[src/rtl/adc_region_pkg.sv]
package adc_region_pkg;
  typedef enum logic [1:0] {
    BAND_LO  = 2'd0,
    BAND_MID = 2'd1,
    BAND_HI  = 2'd2
  } band_e;

  typedef enum logic [1:0] {
    MODE_ALWAYS  = 2'd0,
    MODE_ONCE    = 2'd1,
    MODE_HYST_HI = 2'd2,
    MODE_HYST_LO = 2'd3
  } mode_e;
endpackage

[src/rtl/adc_band_classify.sv]
module adc_band_classify
  import adc_region_pkg::*;
#(
  parameter int DATA_W = 12
) (
  input  logic [DATA_W-1:0] value,
  input  logic [DATA_W-1:0] lim_lo,
  input  logic [DATA_W-1:0] lim_hi,
  output band_e             band
);
  always_comb begin
    if (value >= lim_hi)     band = BAND_HI;
    else if (value < lim_lo) band = BAND_LO;
    else                     band = BAND_MID;
  end
endmodule

[src/rtl/adc_band_engine.sv]
module adc_band_engine
  import adc_region_pkg::*;
(
  input  logic  clk,
  input  logic  rst,
  input  logic  en,
  input  logic  vld,
  input  band_e band,
  input  mode_e mode,
  input  band_e sel,
  output logic  level,
  output logic  evt
);
  logic armed_q, active_q;
  logic armed_d, active_d, level_d, evt_d;

  always_comb begin
    armed_d  = armed_q;
    active_d = active_q;
    level_d  = level;
    evt_d    = 1'b0;
    if (!en) begin
      armed_d  = 1'b1;
      active_d = 1'b0;
      level_d  = 1'b0;
    end else if (vld) begin
      unique case (mode)
        MODE_ALWAYS: begin
          level_d = (band == sel);
          evt_d   = (band == sel);
        end
        MODE_ONCE: begin
          if (band == sel) begin
            level_d = armed_q;
            evt_d   = armed_q;
            armed_d = 1'b0;
          end else begin
            level_d = 1'b0;
            armed_d = 1'b1;
          end
        end
        MODE_HYST_HI: begin
          if (band == BAND_HI) begin
            evt_d    = !active_q;
            active_d = 1'b1;
          end else if (band == BAND_LO) begin
            active_d = 1'b0;
          end
          level_d = active_d;
        end
        MODE_HYST_LO: begin
          if (band == BAND_LO) begin
            evt_d    = !active_q;
            active_d = 1'b1;
          end else if (band == BAND_HI) begin
            active_d = 1'b0;
          end
          level_d = active_d;
        end
        default: ;
      endcase
    end
  end

  always_ff @(posedge clk) begin
    if (rst) begin
      armed_q  <= 1'b1;
      active_q <= 1'b0;
      level    <= 1'b0;
      evt      <= 1'b0;
    end else begin
      armed_q  <= armed_d;
      active_q <= active_d;
      level    <= level_d;
      evt      <= evt_d;
    end
  end
endmodule

[src/rtl/adc_region_detector.sv]
module adc_region_detector
  import adc_region_pkg::*;
#(
  parameter int DATA_W = 12
) (
  input  logic              clk,
  input  logic              rst,
  input  logic              smp_vld,
  input  logic [DATA_W-1:0] smp_data,
  input  logic [DATA_W-1:0] thr_lo,
  input  logic [DATA_W-1:0] thr_hi,
  input  logic              trig_en,
  input  logic [1:0]        trig_mode,
  input  logic [1:0]        trig_band,
  input  logic              int_en,
  input  logic [1:0]        int_mode,
  input  logic [1:0]        int_band,
  output logic              trig_o,
  output logic              irq_o,
  output logic [1:0]        band_o
);
  localparam int N_ENG = 2;

  band_e cur_band;
  band_e band_q;

  adc_band_classify #(.DATA_W(DATA_W)) u_cls (
    .value (smp_data),
    .lim_lo(thr_lo),
    .lim_hi(thr_hi),
    .band  (cur_band)
  );

  always_ff @(posedge clk) begin
    if (rst)          band_q <= BAND_MID;
    else if (smp_vld) band_q <= cur_band;
  end
  assign band_o = band_q;

  logic [N_ENG-1:0] eng_en, eng_lvl, eng_evt;
  logic [1:0]       eng_mode [N_ENG];
  logic [1:0]       eng_sel  [N_ENG];

  assign eng_en      = {int_en, trig_en};
  assign eng_mode[0] = trig_mode;
  assign eng_mode[1] = int_mode;
  assign eng_sel[0]  = trig_band;
  assign eng_sel[1]  = int_band;

  for (genvar g = 0; g < N_ENG; g++) begin : g_eng
    adc_band_engine u_eng (
      .clk  (clk),
      .rst  (rst),
      .en   (eng_en[g]),
      .vld  (smp_vld),
      .band (cur_band),
      .mode (mode_e'(eng_mode[g])),
      .sel  (band_e'(eng_sel[g])),
      .level(eng_lvl[g]),
      .evt  (eng_evt[g])
    );
  end

  assign trig_o = eng_lvl[0];
  assign irq_o  = eng_evt[1];
endmodule

[config.mk]
export PLATFORM = sky130hd
export DESIGN_NAME = adc_region_detector
export DESIGN_NICKNAME = d
export VERILOG_FILES = /design/src/rtl/adc_region_pkg.sv /design/src/rtl/adc_band_classify.sv /design/src/rtl/adc_band_engine.sv /design/src/rtl/adc_region_detector.sv
export SDC_FILE = /design/constraint.sdc
export NUM_CORES = 1
export LEC_CHECK = 0
export BUFFER_PORTS_ARGS = -buffer_cell sky130_fd_sc_hd__buf_2
export CORE_MARGIN = 10
export CORE_UTILIZATION = 49
export DETAILED_ROUTE_END_ITERATION = 12
export HOLD_SLACK_MARGIN = 0.03
export MAX_ROUTING_LAYER = met4
export PLACE_DENSITY = 0.91
export SLEW_MARGIN = 20
export SYNTH_ARGS = -nofsm -noshare
export SYNTH_HDL_FRONTEND = slang
export SYNTH_SLANG_ARGS = --single-unit
[constraint.sdc]
create_clock -name clk -period 6.5 [get_ports clk]
set_input_delay 0.975 -clock clk [delete_from_list [all_inputs] [get_ports clk]]
set_output_delay 0.975 -clock clk [all_outputs]
set_load 0.005 [all_outputs]
==> summary.md, run 1 <==
| Metric | Value |
|---|---|
| Fmax | `352 MHz` |
| Largest net degree at the start of global routing | `17` |
| Vias | `1198` |
| Initial core utilization | `53.2%` |
| Final WL | `2900 um` |
| Port Buffers | `52` |
| Syn Std Cell Area | `1080 sq um` |
| Combinational share of power | `44.0%` |
| Die height | `66.9 um` |
| Post-CTS setup buffer count | `0` |
| Ratio of cells with drive above 1 in the final layout | `32.1%` |
| Cts repair resizes | `0` |
| Hpwl dp | `2630 um` |
| Sequential Power Share | `32.1%` |
| Switching power total | `0.0562 mW` |
| Type of the worst setup path | `in2reg` |
| Die area | `4470 sq um` |
| Final Power | `0.164 mW` |
| Switching Fraction | `34.3%` |
| CTS clock-pin slew for the worst setup and hold paths | `0.06 ns` |
| Hold_sp | `band_o[0]$_SDFFE_PP1P_` |
| Power share of the clock group | `23.9%` |
| Worst vdd ir | `74.1 uV` |
| WL/cell | `13.2 um` |
| Placer Congestion | `0.806` |
| Worst skew pair latency | `0.26 ns` |
| P per Cell Area | `120 nW/um^2` |
| Antenna violations before repair | `0` |
| Register area share after synthesis | `14.9%` |
| Average size of a mapped cell | `7.63 sq um` |
| Cts hold-fix bufs | `0` |
| Nets | `267` |
| CP max FO | `11` |
| Post-route ant nets | `0` |
| # placed instances | `217` |
| Placement Rows | `16` |
| Top_reg_cell synth | `dfxtp_1` |
| Register area | `160 sq um` |
| Final TNS setup | `0 ns` |
| Crit start category | `input pin` |
| DR DRC count | `0` |
| Fill cells | `172` |
| Post-Route Utilization | `67.6%` |
| 1st-iter DRT viols | `59` |
| CP endpoint kind | `register` |
| # setup viols final | `0` |
| Reg2reg start | `g_eng[0].u_eng.active_q$_SDFFE_PP0P_` |
| Hold Crit Class | `reg2reg` |
| CTS Buffer Depth | `2` |
| Ant diodes | `0` |
| Asr flop ratio synth | `0%` |
| TritonCTS buffer count | `3` |
| Area Growth Syn to Fin | `27.0%` |
| Worst EP required | `6.64 ns` |
| Ports | `53` |
| Period utilization | `43.7%` |
| Vias in the first global route | `1239` |
| Register bit total from synthesis | `8` |
| Outcome | `completed` |
| Fin crit period | `2.84 ns` |
| Synthesized Nets | `213` |
| CTS Root Cell | `clkbuf_4` |
| Slew @ Worst Pin | `0.483 ns` |
| Rel. slew slack | `67.8%` |
| EDFF count, synth | `0` |
| RSZ-0062 raised after global routing | `false` |
| MaxCap Viol Count | `0` |
| Internal power | `0.107 mW` |
| Slew Viols, Final | `0` |
| Die Width | `66.9 um` |
| Synth Warn # | `0` |
| Hold WS | `0.463 ns` |
| Total gr overflow | `0` |
| Pleak | `0.765 nW` |
| Area of the multi-input gates | `788 sq um` |
| Skew final | `0.00678 ns` |
| First-pass GRT wire length | `5040 um` |
| Vias per inst | `5.45` |
| Non-filler instance count after layout | `220` |
| Cell variety after synth | `36` |
| 1st-pass router iterations | `4` |
| H-Tree Depth | `1` |
| Sink Count | `8` |
| Post-Syn Instances | `141` |
| Setup crit start | `smp_data[2]` |
| Crit path arrival time | `2.98 ns` |
| Total GRT Usage | `14.0%` |
| Final hold violations | `0` |
| CTS tree | `yes` |
| Core area | `2020 sq um` |
==> through the flow <==
| stage | cell area, sq um | setup WS [ns] |
|---|---|---|
| final | 1370 | 3.66 |
| after global placement | 1340 | 3.51 |
| after detailed placement | 1340 | 3.40 |
| after floorplan | 1080 | 3.77 |
| after global routing | 1370 | 3.56 |
| after CTS | 1370 | 3.66 |
==> worst max-delay path, stage by stage <==
cell       delay [ns]
buf_2            0.11
ha_1             0.32
a21oi_1          0.19
o21ai_2          0.08
a221oi_2         0.23
o31a_1           0.41
mux2_4           0.34
a311oi_2         0.23
o2bb2ai_1        0.09
==> cells in the final DEF (no fill, tap or decap), drive strengths merged, types with 2 or more instances in the layout <==
| master | n |
|---|---|
| nor3 | 4 |
| a21oi | 11 |
| nand2b | 2 |
| dfxtp | 8 |
| a31o | 2 |
| clkbuf | 3 |
| a211oi | 2 |
| nand4 | 2 |
| inv | 27 |
| nand3b | 2 |
| ha | 23 |
| nor2 | 8 |
| nand2 | 8 |
| a31oi | 2 |
| nand3 | 6 |
| o311ai | 2 |
| buf | 52 |
| nand4bb | 2 |
| nor2b | 2 |
| nor3b | 3 |
| o21ai | 9 |
==> flip-flops by register name, summed over array words and instances, names as in the netlist <==
name and flops:
g_eng.u_eng.level 1, g_eng.u_eng.armed_q 2, g_eng.u_eng.active_q 2, g_eng.u_eng.evt 1
band_o 2
==> final timing paths <==
path | endpoint | slack, ns | cells after the start
worst min-delay path | band_o[0]$_SDFFE_PP1P_ | 0.46 | 1
worst min register to register | band_o[0]$_SDFFE_PP1P_ | 0.46 | 1
worst max register to register | g_eng[0].u_eng.level$_SDFFE_PP0P_ | 5.46 | 3
worst max-delay path | g_eng[0].u_eng.level$_SDFFE_PP0P_ | 3.66 | 9
==> synthesized netlist by cell type, types with 3 or more instances <==
library cell	instances	share of area [%]
inv_1	27	9.4
ha_1	23	27
a21oi_1	11	5.1
dfxtp_1	8	15
nor2_1	8	2.8
o21ai_0	8	3.7
nand2_1	7	2.4
nand3_1	6	2.8
nor3_1	4	1.9
nor3b_1	3	2.1
==> per-layer routing <==
| metal | track usage, % | share of wire, % | up-vias |
|---|---|---|---|
| met5 | - | 0 | - |
| met4 | 6.15 | 1.9 | 0 |
| met3 | 2.51 | 7.0 | 5 |
| met2 | 23.9 | 48 | 48 |
| met1 | 15.5 | 43 | 538 |
| li1 | - | - | 607 |
==> power by group through the flow <==
stage,registers (mW),logic [mW],clock network (mW)
global placement,0.0533,0.0680,0
finish,0.0525,0.0720,0.0391
detailed placement,0.0536,0.0720,0
floorplan,0.0536,0.0462,0
CTS,0.0525,0.0727,0.0400
global route,0.0528,0.0830,0.0422
==> cells by family after synthesis <==
group | count (synthesis) | synth area share, %
adders and majority gates | 23 | 26.7
DFF | 8 | 14.9
buffers and inverters | 30 | 11.9
muxes | 1 | 1.39
and+or+nand+nor | 41 | 20.7
AOI/OAI and AO/OA | 38 | 24.4
==> final cells by class <==
cell class / instances / area share (%)
multi-input cells: 103 / 57.7
inverters: 27 / 7.42
clock buffers: 3 / 1.65
repair buffers: 52 / 19.0
flip-flops and latches: 8 / 11.7
well taps: 27 / 2.47
(Power assumes the default switching activity.)
==> run 2: changes to the inputs <==
--- a/config.mk
+++ b/config.mk
@@ -7,11 +7,11 @@
 export LEC_CHECK = 0
 export BUFFER_PORTS_ARGS = -buffer_cell sky130_fd_sc_hd__buf_2
 export CORE_MARGIN = 10
-export CORE_UTILIZATION = 49
+export CORE_UTILIZATION = 46
 export DETAILED_ROUTE_END_ITERATION = 12
 export HOLD_SLACK_MARGIN = 0.03
 export MAX_ROUTING_LAYER = met4
-export PLACE_DENSITY = 0.91
+export PLACE_DENSITY = 0.86
 export SLEW_MARGIN = 20
 export SYNTH_ARGS = -nofsm -noshare
 export SYNTH_HDL_FRONTEND = slang
==> constraint.sdc (replaced) <==
create_clock -name clk -period 2.7 [get_ports clk]
set_input_delay 0.405 -clock clk [delete_from_list [all_inputs] [get_ports clk]]
set_output_delay 0.405 -clock clk [all_outputs]
set_load 0.005 [all_outputs]
==> summary.md, run 2 (synthesis results as in run 1) <==
| Metric | Value |
|---|---|
| 1st-pass router iterations | `4 (unchanged)` |
| Worst EP required | `2.85 ns (-3.79 ns)` |
| Port Buffers | `52 (unchanged)` |
| Final WL | `2840 um (-2.1%)` |
| First-pass GRT wire length | `4720 um (-6.3%)` |
| Nets | `268 (+0.37%)` |
| Placer Congestion | `0.776 (-3.7%)` |
| Hold Crit Class | `in2reg` |
| Type of the worst setup path | `in2reg` |
| Hpwl dp | `2560 um (-2.8%)` |
| Reg2reg start | `g_eng[0].u_eng.active_q$_SDFFE_PP0P_` |
| # setup viols final | `0 (unchanged)` |
| Total gr overflow | `0 (unchanged)` |
| GR Layer Usage met3 | `2.61% (+0.10 points)` |
| H-Tree Depth | `1 (unchanged)` |
| Post-route ant nets | `0 (unchanged)` |
| Worst Hold End | `band_o[1]$_SDFFE_PP0P_` |
| Hold_sp | `rst` |
| Post-place setup slack | `0.264 ns (-3.14 ns)` |
| Global routing met2 resource utilization | `21.3% (-2.7 points)` |
| CTS tree | `yes` |
| Post-CTS setup buffer count | `0 (unchanged)` |
| MaxCap Viol Count | `0 (unchanged)` |
| Outcome | `completed` |
| R2R cell count | `3 (unchanged)` |
| TritonCTS buffer count | `3 (unchanged)` |
| Die height | `68.4 um (+2.3%)` |
| 1st-iter DRT viols | `54 (-8.5%)` |
| Fill cells | `204 (+19%)` |
| Routing usage on met1 | `14.9% (-0.62 points)` |
| Ports | `53 (unchanged)` |
| CTS Buffer Depth | `2 (unchanged)` |
| Setup crit start | `smp_data[10]` |
| Rel. slew slack | `68.7% (+0.90 points)` |
| Worst vdd ir | `185 uV (+150%)` |
| CP max FO | `7 (-4)` |
| Core area | `2210 sq um (+9.4%)` |
| Commonest non-fill, non-tap cell in the layout | `buf_2` |
| Area Growth Syn to Fin | `27.8%` |
| R2R setup slack | `1.70 ns (-3.76 ns)` |
| Die area | `4670 sq um (+4.6%)` |
| Total GRT Usage | `12.9% (-1.1 points)` |
| CTS Root Cell | `clkbuf_4` |
| WL/cell | `12.8 um (-3.0%)` |
| Final hold violations | `0 (unchanged)` |
| Fmax | `463 MHz` |
| Cell area after placement | `1350 sq um (+0.65%)` |
| Final Cell Area | `1380 sq um (+0.64%)` |
| CTS clock-pin slew for the worst setup and hold paths | `0.06 ns (about the same)` |
| Most frequent cells in the layout | `52 x buf_2, 27 x inv_1, 23 x ha_1` |
| Slew @ Worst Pin | `0.470 ns (-0.0135 ns)` |
| Period utilization | `80.0%` |
| Sink Count | `8 (unchanged)` |
| Reg-to-reg endpoint | `g_eng[0].u_eng.level$_SDFFE_PP0P_` |
| Initial core utilization | `48.6% (-4.6 points)` |
| P per Cell Area | `287 nW/um^2 (+140%)` |
| Cts hold-fix bufs | `0 (unchanged)` |
| Register area | `160 sq um (unchanged)` |
| Die Width | `68.4 um (+2.3%)` |
| Ratio of cells with drive above 1 in the final layout | `32.5% (+0.35 points)` |
| Slew Viols, Final | `0 (unchanged)` |
| RSZ-0062 raised after global routing | `false` |
| Crit path arrival time | `2.31 ns (-0.67 ns)` |
| Hold depth | `2 (+1)` |
| CP endpoint kind | `register` |
| Ant diodes | `0 (unchanged)` |
| Pleak | `0.770 nW (+0.61%)` |
| Crit start category | `input pin` |
| Setup WS post-layout | `0.541 ns (-3.12 ns)` |
| Vias in the first global route | `1160 (-6.4%)` |
| Cts repair resizes | `0 (unchanged)` |
| Worst skew pair latency | `0.26 ns (about the same)` |
| Top Usage Layer GRT | `met2` |
| Vias per inst | `5.28 (-3.1%)` |
| Area of the multi-input gates | `788 sq um (unchanged)` |
| Vias | `1172 (-2.2%)` |
| Antenna violations before repair | `0 (unchanged)` |
| DR DRC count | `0 (unchanged)` |
| Largest net degree at the start of global routing | `17 (unchanged)` |
| Placement Rows | `17 (+1)` |
| Skew final | `0.000209 ns (-0.00657 ns)` |
| Final TNS setup | `0 ns (unchanged)` |
| Fin crit period | `2.16 ns` |
## run 2: metal layers
layer,share of wire (%),wire (um)
met5,0,0
met4,0.81,23
met3,7.0,198
met2,48,1350
met1,45,1260
## run 2: worst max-delay path by stage
stage                     slack [ns]                                 to  cells after the start
after floorplan                 0.54  g_eng[0].u_eng.level$_SDFFE_PP0P_                     10
final                           0.54  g_eng[0].u_eng.level$_SDFFE_PP0P_                      9
after CTS                       0.55  g_eng[0].u_eng.level$_SDFFE_PP0P_                      9
after global routing            0.38  g_eng[0].u_eng.level$_SDFFE_PP0P_                      9
after detailed placement        0.26  g_eng[0].u_eng.level$_SDFFE_PP0P_                      9
after global placement          0.34  g_eng[0].u_eng.level$_SDFFE_PP0P_                      9
## run 2: worst max-delay path: stages
cell and delay (ns):
buf_2 0.11, ha_1 0.32, a21oi_1 0.18, nand2_1 0.08
a211oi_1 0.25, o31a_1 0.33, mux2_4 0.33, a311oi_2 0.23
o2bb2ai_1 0.08
## run 2: cell type report
type	instances	share of cell area, %
clock buffer	3	1.64
sequential	8	11.6
inverter	27	7.37
tap	28	2.55
timing repair buffer	53	19.5
multi-input combinational	103	57.3
## run 2: stage by stage
stage / power [mW] / cells / util (%) / hold WS [ns]
3_3_place_gp: 0.300 / 219 / 61.1 / 0.448
3_5_place_dp: 0.304 / 219 / 61.1 / 0.454
2_1_floorplan: 0.240 / 141 / - / 0.438
5_1_grt: 0.431 / 222 / 62.2 / 0.345
4_1_cts: 0.400 / 222 / 62.2 / 0.353
6_report: 0.395 / 222 / 62.2 / 0.355
## run 2: where the power goes
part           switching, mW  internal (mW)
clock network         0.0421         0.0510
logic                 0.0891         0.0863
registers            0.00254          0.124
total                  0.134          0.261
